### src/rtl/bmreg_pkg.sv
// Package: shared offsets, size codes and status bit positions for the
// bus-master register decoder. Assumes a byte-addressed 8-byte window per channel.
package bmreg_pkg;
    localparam int NCH     = 2;
    localparam int WIN_AW  = 3;             // address bits inside one channel window
    localparam int PTR_W   = 32;
    localparam int PTR_NB  = PTR_W / 8;

    localparam logic [1:0] SZ_BYTE = 2'd0;
    localparam logic [1:0] SZ_HALF = 2'd1;

    localparam logic [1:0] OFF_CMD  = 2'd0;
    localparam logic [1:0] OFF_MODE = 2'd1;
    localparam logic [1:0] OFF_STAT = 2'd2;
    localparam logic [1:0] OFF_TIM  = 2'd3;

    localparam int ST_ACT = 0;
    localparam int ST_ERR = 1;
    localparam int ST_IRQ = 2;
    localparam logic [7:0] ST_PLAIN_MASK = 8'h60;
    localparam logic [7:0] CMD_MASK      = 8'h09;
    localparam logic [7:0] MODE_WR_MASK  = 8'h30;
endpackage

### src/rtl/bm_chan_regs.sv
// Module: one channel's private registers (command, status, timing, pointer).
// Assumes the parent has already qualified wr_en with a byte-sized write to
// this channel. All state resets synchronously to zero.
module bm_chan_regs
    import bmreg_pkg::*;
(
    input  logic              clk,
    input  logic              rst_n,
    input  logic              wr_en,
    input  logic [2:0]        wr_off,
    input  logic [7:0]        wdata,
    input  logic              evt_active,
    input  logic              evt_error,
    input  logic              evt_irq,
    output logic [7:0]        cmd_q,
    output logic [7:0]        stat_q,
    output logic [7:0]        tim_q,
    output logic [PTR_W-1:0]  ptr_q
);
    logic wr_cmd, wr_stat, wr_tim;
    assign wr_cmd  = wr_en && !wr_off[2] && wr_off[1:0] == OFF_CMD;
    assign wr_stat = wr_en && !wr_off[2] && wr_off[1:0] == OFF_STAT;
    assign wr_tim  = wr_en && !wr_off[2] && wr_off[1:0] == OFF_TIM;

    // Command register: only start and direction bits are kept.
    always_ff @(posedge clk) begin
        if (!rst_n)      cmd_q <= '0;
        else if (wr_cmd) cmd_q <= wdata & CMD_MASK;
    end

    // Status register: plain bits, a sampled active bit, and sticky set/W1C flags.
    always_ff @(posedge clk) begin
        if (!rst_n) begin
            stat_q <= '0;
        end else begin
            stat_q[ST_ACT] <= evt_active;
            if (wr_stat) stat_q[6:5] <= wdata[6:5];
            stat_q[ST_ERR] <= evt_error || (stat_q[ST_ERR] && !(wr_stat && wdata[ST_ERR]));
            stat_q[ST_IRQ] <= evt_irq   || (stat_q[ST_IRQ] && !(wr_stat && wdata[ST_IRQ]));
        end
    end

    // Timing register: every bit writable.
    always_ff @(posedge clk) begin
        if (!rst_n)      tim_q <= '0;
        else if (wr_tim) tim_q <= wdata;
    end

    // Pointer bytes: one byte lane per generate step.
    for (genvar b = 0; b < PTR_NB; b++) begin : g_ptr
        always_ff @(posedge clk) begin
            if (!rst_n)                                   ptr_q[b*8 +: 8] <= '0;
            else if (wr_en && wr_off[2] && wr_off[1:0] == b[1:0]) ptr_q[b*8 +: 8] <= wdata;
        end
    end

    assert_w1c_err_R7: assert property (@(posedge clk) disable iff (!rst_n)
        (wr_stat && wdata[ST_ERR] && !evt_error) |=> !stat_q[ST_ERR]);
    assert_irq_set_R7: assert property (@(posedge clk) disable iff (!rst_n)
        evt_irq |=> stat_q[ST_IRQ]);
    assert_active_ro_R6: assert property (@(posedge clk) disable iff (!rst_n)
        rst_n |=> stat_q[ST_ACT] == $past(evt_active));
    assert_tim_load_R10: assert property (@(posedge clk) disable iff (!rst_n)
        wr_tim |=> tim_q == $past(wdata));
    assert_stat_zero_R5: assert property (@(posedge clk) disable iff (!rst_n)
        stat_q[7] == 1'b0 && stat_q[4:3] == 2'b00);
endmodule

### src/rtl/bm_mode_reg.sv
// Module: shared interrupt-mode byte. It holds only the per-channel block bits.
// The pending bits live in the interrupt logic and are merged on read.
// It also emits a one-cycle update pulse after each write.
module bm_mode_reg
    import bmreg_pkg::*;
(
    input  logic            clk,
    input  logic            rst_n,
    input  logic            wr_en,
    input  logic [7:0]      wdata,
    input  logic [NCH-1:0]  pend,
    output logic [NCH-1:0]  blk_q,
    output logic            upd_q,
    output logic [7:0]      rd_byte
);
    // Block bits: only the masked field is written.
    always_ff @(posedge clk) begin
        if (!rst_n)     blk_q <= '0;
        else if (wr_en) blk_q <= wdata[5:4];
    end

    // Update pulse for the interrupt resync.
    always_ff @(posedge clk) begin
        if (!rst_n) upd_q <= 1'b0;
        else        upd_q <= wr_en;
    end

    assign rd_byte = {2'b00, blk_q, pend, 2'b00};

    assert_blk_load_R8: assert property (@(posedge clk) disable iff (!rst_n)
        wr_en |=> blk_q == $past(wdata[5:4]));
    assert_upd_pulse_R9: assert property (@(posedge clk) disable iff (!rst_n)
        (upd_q && !$past(wr_en, 1)) |-> 1'b0);
endmodule

### src/rtl/busmaster_reg_decode.sv
// Module: top of the bus-master window decoder. It qualifies accesses by size,
// routes byte writes to the channel or mode registers, and builds read data
// combinationally from registered state.
module busmaster_reg_decode
    import bmreg_pkg::*;
(
    input  logic                  clk,
    input  logic                  rst_n,
    input  logic                  io_valid,
    input  logic                  io_write,
    input  logic [3:0]            io_addr,
    input  logic [1:0]            io_size,
    input  logic [31:0]           io_wdata,
    output logic [31:0]           io_rdata,
    input  logic [NCH-1:0]        evt_active,
    input  logic [NCH-1:0]        evt_error,
    input  logic [NCH-1:0]        evt_irq,
    input  logic [NCH-1:0]        irq_pend,
    output logic [NCH-1:0]        dma_start,
    output logic [NCH-1:0]        dma_dir,
    output logic [NCH-1:0]        irq_block,
    output logic                  mode_upd,
    output logic [NCH*PTR_W-1:0]  desc_ptr
);
    logic            byte_wr;
    logic            sel_ch;
    logic [2:0]      off;
    logic            mode_wr;
    logic [7:0]      mode_rd;
    logic [7:0]      cmd_v [NCH];
    logic [7:0]      stat_v[NCH];
    logic [7:0]      tim_v [NCH];
    logic [PTR_W-1:0] ptr_v[NCH];

    assign byte_wr = io_valid && io_write && io_size == SZ_BYTE;
    assign sel_ch  = io_addr[WIN_AW];
    assign off     = io_addr[WIN_AW-1:0];
    assign mode_wr = byte_wr && !off[2] && off[1:0] == OFF_MODE;

    for (genvar c = 0; c < NCH; c++) begin : g_ch
        bm_chan_regs u_ch (
            .clk        (clk),
            .rst_n      (rst_n),
            .wr_en      (byte_wr && sel_ch == c[0]),
            .wr_off     (off),
            .wdata      (io_wdata[7:0]),
            .evt_active (evt_active[c]),
            .evt_error  (evt_error[c]),
            .evt_irq    (evt_irq[c]),
            .cmd_q      (cmd_v[c]),
            .stat_q     (stat_v[c]),
            .tim_q      (tim_v[c]),
            .ptr_q      (ptr_v[c])
        );
        assign dma_start[c]              = cmd_v[c][0];
        assign dma_dir[c]                = cmd_v[c][3];
        assign desc_ptr[c*PTR_W +: PTR_W] = ptr_v[c];
    end

    bm_mode_reg u_mode (
        .clk     (clk),
        .rst_n   (rst_n),
        .wr_en   (mode_wr),
        .wdata   (io_wdata[7:0]),
        .pend    (irq_pend),
        .blk_q   (irq_block),
        .upd_q   (mode_upd),
        .rd_byte (mode_rd)
    );

    // Read mux: size check first, then register or pointer byte select.
    always_comb begin
        logic [7:0] rb;
        rb = '0;
        if (off[2]) begin
            rb = ptr_v[sel_ch][off[1:0]*8 +: 8];
        end else begin
            unique case (off[1:0])
                OFF_CMD:  rb = cmd_v[sel_ch];
                OFF_MODE: rb = mode_rd;
                OFF_STAT: rb = stat_v[sel_ch];
                default:  rb = tim_v[sel_ch];
            endcase
        end
        if (io_size == SZ_BYTE)      io_rdata = {24'h0, rb};
        else if (io_size == SZ_HALF) io_rdata = 32'h0000_FFFF;
        else                         io_rdata = 32'hFFFF_FFFF;
    end

    assert_wide_wr_R2: assert property (@(posedge clk) disable iff (!rst_n)
        (io_valid && io_write && io_size != SZ_BYTE) |=>
        $stable(dma_start) && $stable(dma_dir) && $stable(irq_block) && $stable(desc_ptr));
    assert_wide_rd_R2: assert property (@(posedge clk) disable iff (!rst_n)
        (io_size != SZ_BYTE) |-> io_rdata[15:0] == 16'hFFFF);
endmodule

### config.mk
export PLATFORM = sky130hd
export DESIGN_NAME = busmaster_reg_decode
export DESIGN_NICKNAME = d
export VERILOG_FILES = /design/src/rtl/bmreg_pkg.sv /design/src/rtl/bm_chan_regs.sv /design/src/rtl/bm_mode_reg.sv /design/src/rtl/busmaster_reg_decode.sv
export SDC_FILE = /design/constraint.sdc
export NUM_CORES = 1
export LEC_CHECK = 0
export ABC_AREA = 0
export BUFFER_PORTS_ARGS = -buffer_cell sky130_fd_sc_hd__clkbuf_2
export CELL_PAD_IN_SITES_DETAIL_PLACEMENT = 1
export CELL_PAD_IN_SITES_GLOBAL_PLACEMENT = 1
export CORE_ASPECT_RATIO = 0.5
export CORE_MARGIN = 3
export CORE_UTILIZATION = 39
export CTS_CLUSTER_DIAMETER = 30
export CTS_CLUSTER_SIZE = 12
export DETAILED_ROUTE_END_ITERATION = 6
export PLACE_DENSITY_LB_ADDON = 0.1
export SLEW_MARGIN = 20
export SYNTH_ARGS = -nofsm -noshare
export SYNTH_HDL_FRONTEND = slang
export SYNTH_SLANG_ARGS = --single-unit
### constraint.sdc
create_clock -name clk -period 2.7 [get_ports clk]
set_input_delay 0.675 -clock clk [delete_from_list [all_inputs] [get_ports clk]]
set_output_delay 0.675 -clock clk [all_outputs]
set_load 0.01 [all_outputs]
== After elaboration in Yosys (flattened, before gate mapping) ==
Index checks and enable logic that the tools add are counted.

* Bits of input ports: 50
* Logic and storage cells: 85
* Register bits: 97
* Output and inout port bits: 103

* Reductions and logical operators: 43
* $lt $le $gt $ge: 1
* Muxes and demuxes: 16
* Shift-type cells: 1
* Bitwise gates (word level): 2
* Equality and inequality tests: 4

{| class="wikitable"
|+ Operators with widths
! cell !! number
|-
| 32-bit two-way mux || 5
|-
| 8-bit two-way mux || 8
|-
| 1-bit logical AND || 32
|-
| 32-bit by 6-bit indexed part select with 8-bit output || 1
|-
| 8-bit one-hot mux with 3 select lines || 1
|-
| 7-bit two-way mux || 1
|-
| 1-bit logical NOT || 5
|-
| 2-bit by 1-bit equality test with 1-bit output, second input constant || 2
|-
| 2-bit equality test, second input constant || 2
|-
| 2-bit logical NOT || 2
|-
| 1-bit logical OR || 4
|-
| 4-bit two-way mux || 1
|-
| 2-bit greater-or-equal comparator, second input constant || 1
|-
| 1-bit inverter with 2-bit output || 1
|-
| 1-bit inverter || 1
|}

== Logic depth before layout (Yosys ltp) ==
* Word-level depth: 9
* Mapped depth: 7
* Gate-level depth less buffers: 5

== Cells and area by module ==
A second synthesis with hierarchy kept.

* Cell total of the unflattened synthesis: 508
* Area, all modules: 5,074.9 sq um

{| class="wikitable"
|+ By module, submodules not included
! module !! times used !! area an instance (sq um) !! cells an instance !! seq. area each (sq um)
|-
| bm_chan_regs || 2 || 1,826.8 || 177 || 940.9
|-
| busmaster_reg_decode || 1 || 1,257.5 || 137 || 0.0
|-
| bm_mode_reg || 1 || 163.9 || 17 || 60.1
|}

== Worst setup path after synthesis ==
OpenSTA, ideal clock, no wires.

* Path type: input to output
* Start: input port io_addr[3]
* End: output port io_rdata[0]
* Cell stages on the path: 5
* Required time: 2.025 ns
* Buffers on the path: 2
* Arrival time: 1.797 ns
* Path slack: 0.228 ns
* Cells stage by stage: buf_2 > buf_4 > mux4_2 > a2111oi_2 > nor3_1

* Cells in the longest elaborated chain, start to end: 7
* Elaborated cells between the ends (all ways): 17
* Those cells by class: shift (1); mux (15); bitwise (1)

{| class="wikitable"
|+ Ends and longest elaborated chain
! item !! RTL line !! text
|-
| from (decl) || busmaster_reg_decode.sv:11 || <nowiki>input logic [3:0] io_addr,</nowiki>
|-
| 1-bit inverter with 2-bit output (implied by the code) (*) || - ||
|-
| 32-bit two-way mux (implied by the code) (tied with other cells) (3 in series) || busmaster_reg_decode.sv:76 || <nowiki>rb = ptr_v[sel_ch][off[1:0]*8 +: 8];</nowiki>
|-
| 32-bit by 6-bit indexed part select with 8-bit output / 8-bit one-hot mux with 3 select lines (equally long branches) || busmaster_reg_decode.sv:76, busmaster_reg_decode.sv:78 ||
|-
| 8-bit two-way mux (*) || busmaster_reg_decode.sv:75 || <nowiki>if (off[2]) begin</nowiki>
|-
| 32-bit two-way mux (*) || busmaster_reg_decode.sv:85 || <nowiki>if (io_size == SZ_BYTE) io_rdata = {24'h0, rb};</nowiki>
|-
| to (decl) || busmaster_reg_decode.sv:14 || <nowiki>output logic [31:0] io_rdata,</nowiki>
|}

Mark *: on every way between the ends. The rest lies on a longest branch, timed or not. The select of a mux whose other input is x is not followed.

== Worst setup path in the final report ==
* Start: input port io_addr[0]
* End: output port io_rdata[5]

* Cells in the longest elaborated chain, start to end: 4
* Elaborated cells between the ends (all ways): 7
* Those cells by class: eq/ne (2); shift (1); mux (3); reduce/logical (1)

{| class="wikitable"
|+ Ends and longest elaborated chain
! item !! RTL line
|-
| parallel branches: the longest is 2 deep, another holds 32-bit by 6-bit indexed part select with 8-bit output || -
|-
| 8-bit two-way mux (*) || busmaster_reg_decode.sv:75
|-
| 32-bit two-way mux (*) || busmaster_reg_decode.sv:85
|}

Every way passes the cells marked *.

==> metrics.txt <==
Vias=3,751; GRT Total Usage=0.2051; Worst Hold Class=flop to flop; dpl ws=-0.2045 ns; initial antenna violation count=0; Worst setup EP type=output pin; Setup Viol. Count Final=0; Initial DRT Pass Iterations=4; DRC Markers=0; Routed Antenna Nets=0; relative slew slack=0.6936; outcome=finished clean; clock transition at the registers of the reported paths=0.07 ns; Leak=3.044 nW; Worst EP arrival=2.01 ns; maximum capacitance violations=0; Top FF cell, synth=dfxtp_1; hold slack=0.4635 ns; CTS tree=built; setup TNS=0 ns; Critical Path RT=2.03 ns; clock skew=0 ns; CTS sink count=97; Num CTS Buffers=9; number of global-route vias before repair=3,780; cell area after synthesis=0.004782 mm²; synth-to-layout area growth=23.65%; I/O pins=153; CP max FO=6; DR vias/cell=5.152; pwr dens=505.6 mW/mm²; final hold viol count=0; # fillers=1,329; final worst setup slack=0.01513 ns; kind of start point of the critical path=input port; Worst VDD drop=0.2609 mV; Syn Inst Count=453; first-pass GRT wire length=21,630 µm; H-Tree Depth=3; period utilisation layout=0.9944; total die area=0.01371 mm²; DP HPWL=9898 µm; Multi-input gate area=0.002440 mm²; Yosys warning count=0; most common cell after layout, fill and taps aside=clkbuf_2; final instance area=0.005913 mm²; Vert. Die Dim=84.30 µm; hold buffer count at cts=0; drt first-iter violations=171; Longest Clk Path Bufs=2; Worst Max-Slew Pin Slew=0.4596 ns; most frequent cells in the layout=124 x clkbuf_2, 98 x mux2i_1, 97 x dfxtp_1; register area=0.001942 mm²; starting density of the core=0.4176; share of layout cells above drive strength 1=0.3902; WL/cell=19.66 µm; Post-synth EDFFs=0; core area=0.01145 mm²; # port buffers=128; post-synthesis register bit count=97; Die X=162.6 µm; gr ovfl total=0; Syn Nets=503; worst skew pair latency=0.35 ns; largest net degree at the start of global routing=92; sequential fraction of the synthesis area=0.4061; placed cell area=0.005502 mm²; Clock Tree Root=clkbuf_16; drt total wl=14,320 µm; Placer Congestion=0.7685; Netlist cell types=45; site row count=27; Post-synth ARST share=0; Pins Over Slew Limit=0; Non-Filler Instances=728; placed insts=707; Ant. Diodes=0; syn_area_per_cell=10.56 µm²; Max Fclk=0.3725 GHz; Tmin final=2.685 ns; WS Path Type=input port to output pin; RSZ-0062 raised after global routing=yes; nets=614
critical path: stages:
cell and delay, ns:
clkbuf_16 0.13, buf_12 0.10, mux4_2 0.51, mux2i_2 0.21, buf_4 0.15, a22oi_2 0.06
buf_2 0.16
cell type report:
class / instances / area share
multi-input combinational: 287 / 0.4126
sequential: 97 / 0.3284
timing repair buffer: 162 / 0.1735
clock buffer: 9 / 0.03809
tap: 159 / 0.03364
clock inverter: 7 / 0.009310
inverter: 7 / 0.004444
sequential cells by signal (all words and copies together) (netlist names):
signal and flops:
g_ch.u_ch.cmd_q 4, g_ch.u_ch.ptr_q 64, g_ch.u_ch.stat_q 10, g_ch.u_ch.tim_q 16, u_mode.blk_q 2, u_mode.upd_q 1
worst paths after layout:
check | slack, ns | cells after the start | endpoint | start
worst max-delay path | 0.02 | 7 | io_rdata[5] | io_addr[0]
worst min-delay path | 0.46 | 2 | g_ch[1].u_ch.stat_q[5]$_SDFFE_PN0N_ | g_ch[1].u_ch.stat_q[5]$_SDFFE_PN0N_
worst max register to register | 2.00 | 2 | g_ch[1].u_ch.ptr_q[13]$_SDFFE_PN0P_ | g_ch[1].u_ch.ptr_q[13]$_SDFFE_PN0P_
worst min register to register | 0.46 | 2 | g_ch[1].u_ch.stat_q[5]$_SDFFE_PN0N_ | g_ch[1].u_ch.stat_q[5]$_SDFFE_PN0N_
cells in the mapped netlist, types with 2 or more instances:
cell	number	area (µm²)
buf_6	7	78.83
nand4b_4	2	47.55
a21oi_1	2	10.01
nand2_1	11	41.29
a211oi_1	2	15.01
a21oi_2	2	17.52
nor2_1	94	352.8
mux2i_1	99	991.0
a31oi_1	4	25.02
mux4_2	18	405.4
o21ai_1	2	10.01
nor3_1	2	10.01
dfxtp_1	97	1942
nor2b_1	2	12.51
nand4_4	4	85.08
o211ai_1	3	22.52
a22oi_1	4	30.03
o21ai_0	5	25.02
nand4b_1	5	43.79
clkbuf_1	16	60.06
and2_1	4	25.02
mux2_2	5	56.30
buf_4	27	202.7
inv_1	6	22.52
buf_2	10	50.05
per-layer routing:
layer | vias to the layer above | part of all wire | track usage
met3 | 12 | 0.065 | 0.05126
met2 | 98 | 0.42 | 0.3108
met5 | - | 0 | 0
li1 | 1782 | - | -
met1 | 1859 | 0.50 | 0.2976
met4 | 0 | 0.0075 | 0.04144
power breakdown:
part           internal (mW)  total (mW)  switching [mW]
sequential              1.44        1.44         0.00474
combinational          0.123       0.300           0.178
clock                  0.637        1.25           0.609
total                   2.20        2.99           0.792
what timing repair did:
item / 4_1_cts / 5_1_grt
endpoints found under the setup margin: 6 / 6
gates resized for setup: 8 / 6
pin swaps: 0 / 1
setup buffers: 0 / 3
gates cloned: 0 / 2
metrics by stage:
step	utilization	power [mW]
after global routing	0.5163	3.091
after global placement	0.4804	1.754
final	0.5163	2.989
after CTS	0.5090	3.000
after detailed placement	0.4804	1.755
after floorplan	-	1.661
cell families after synthesis:
logic type,count (synthesis),synth area share
AOI/OAI and AO/OA,28,0.04160
buffers and inverters,69,0.09236
DFF,97,0.4061
muxes,122,0.3038
and+or+nand+nor,137,0.1562
Note: power is estimated with default switching activity, not from simulation.
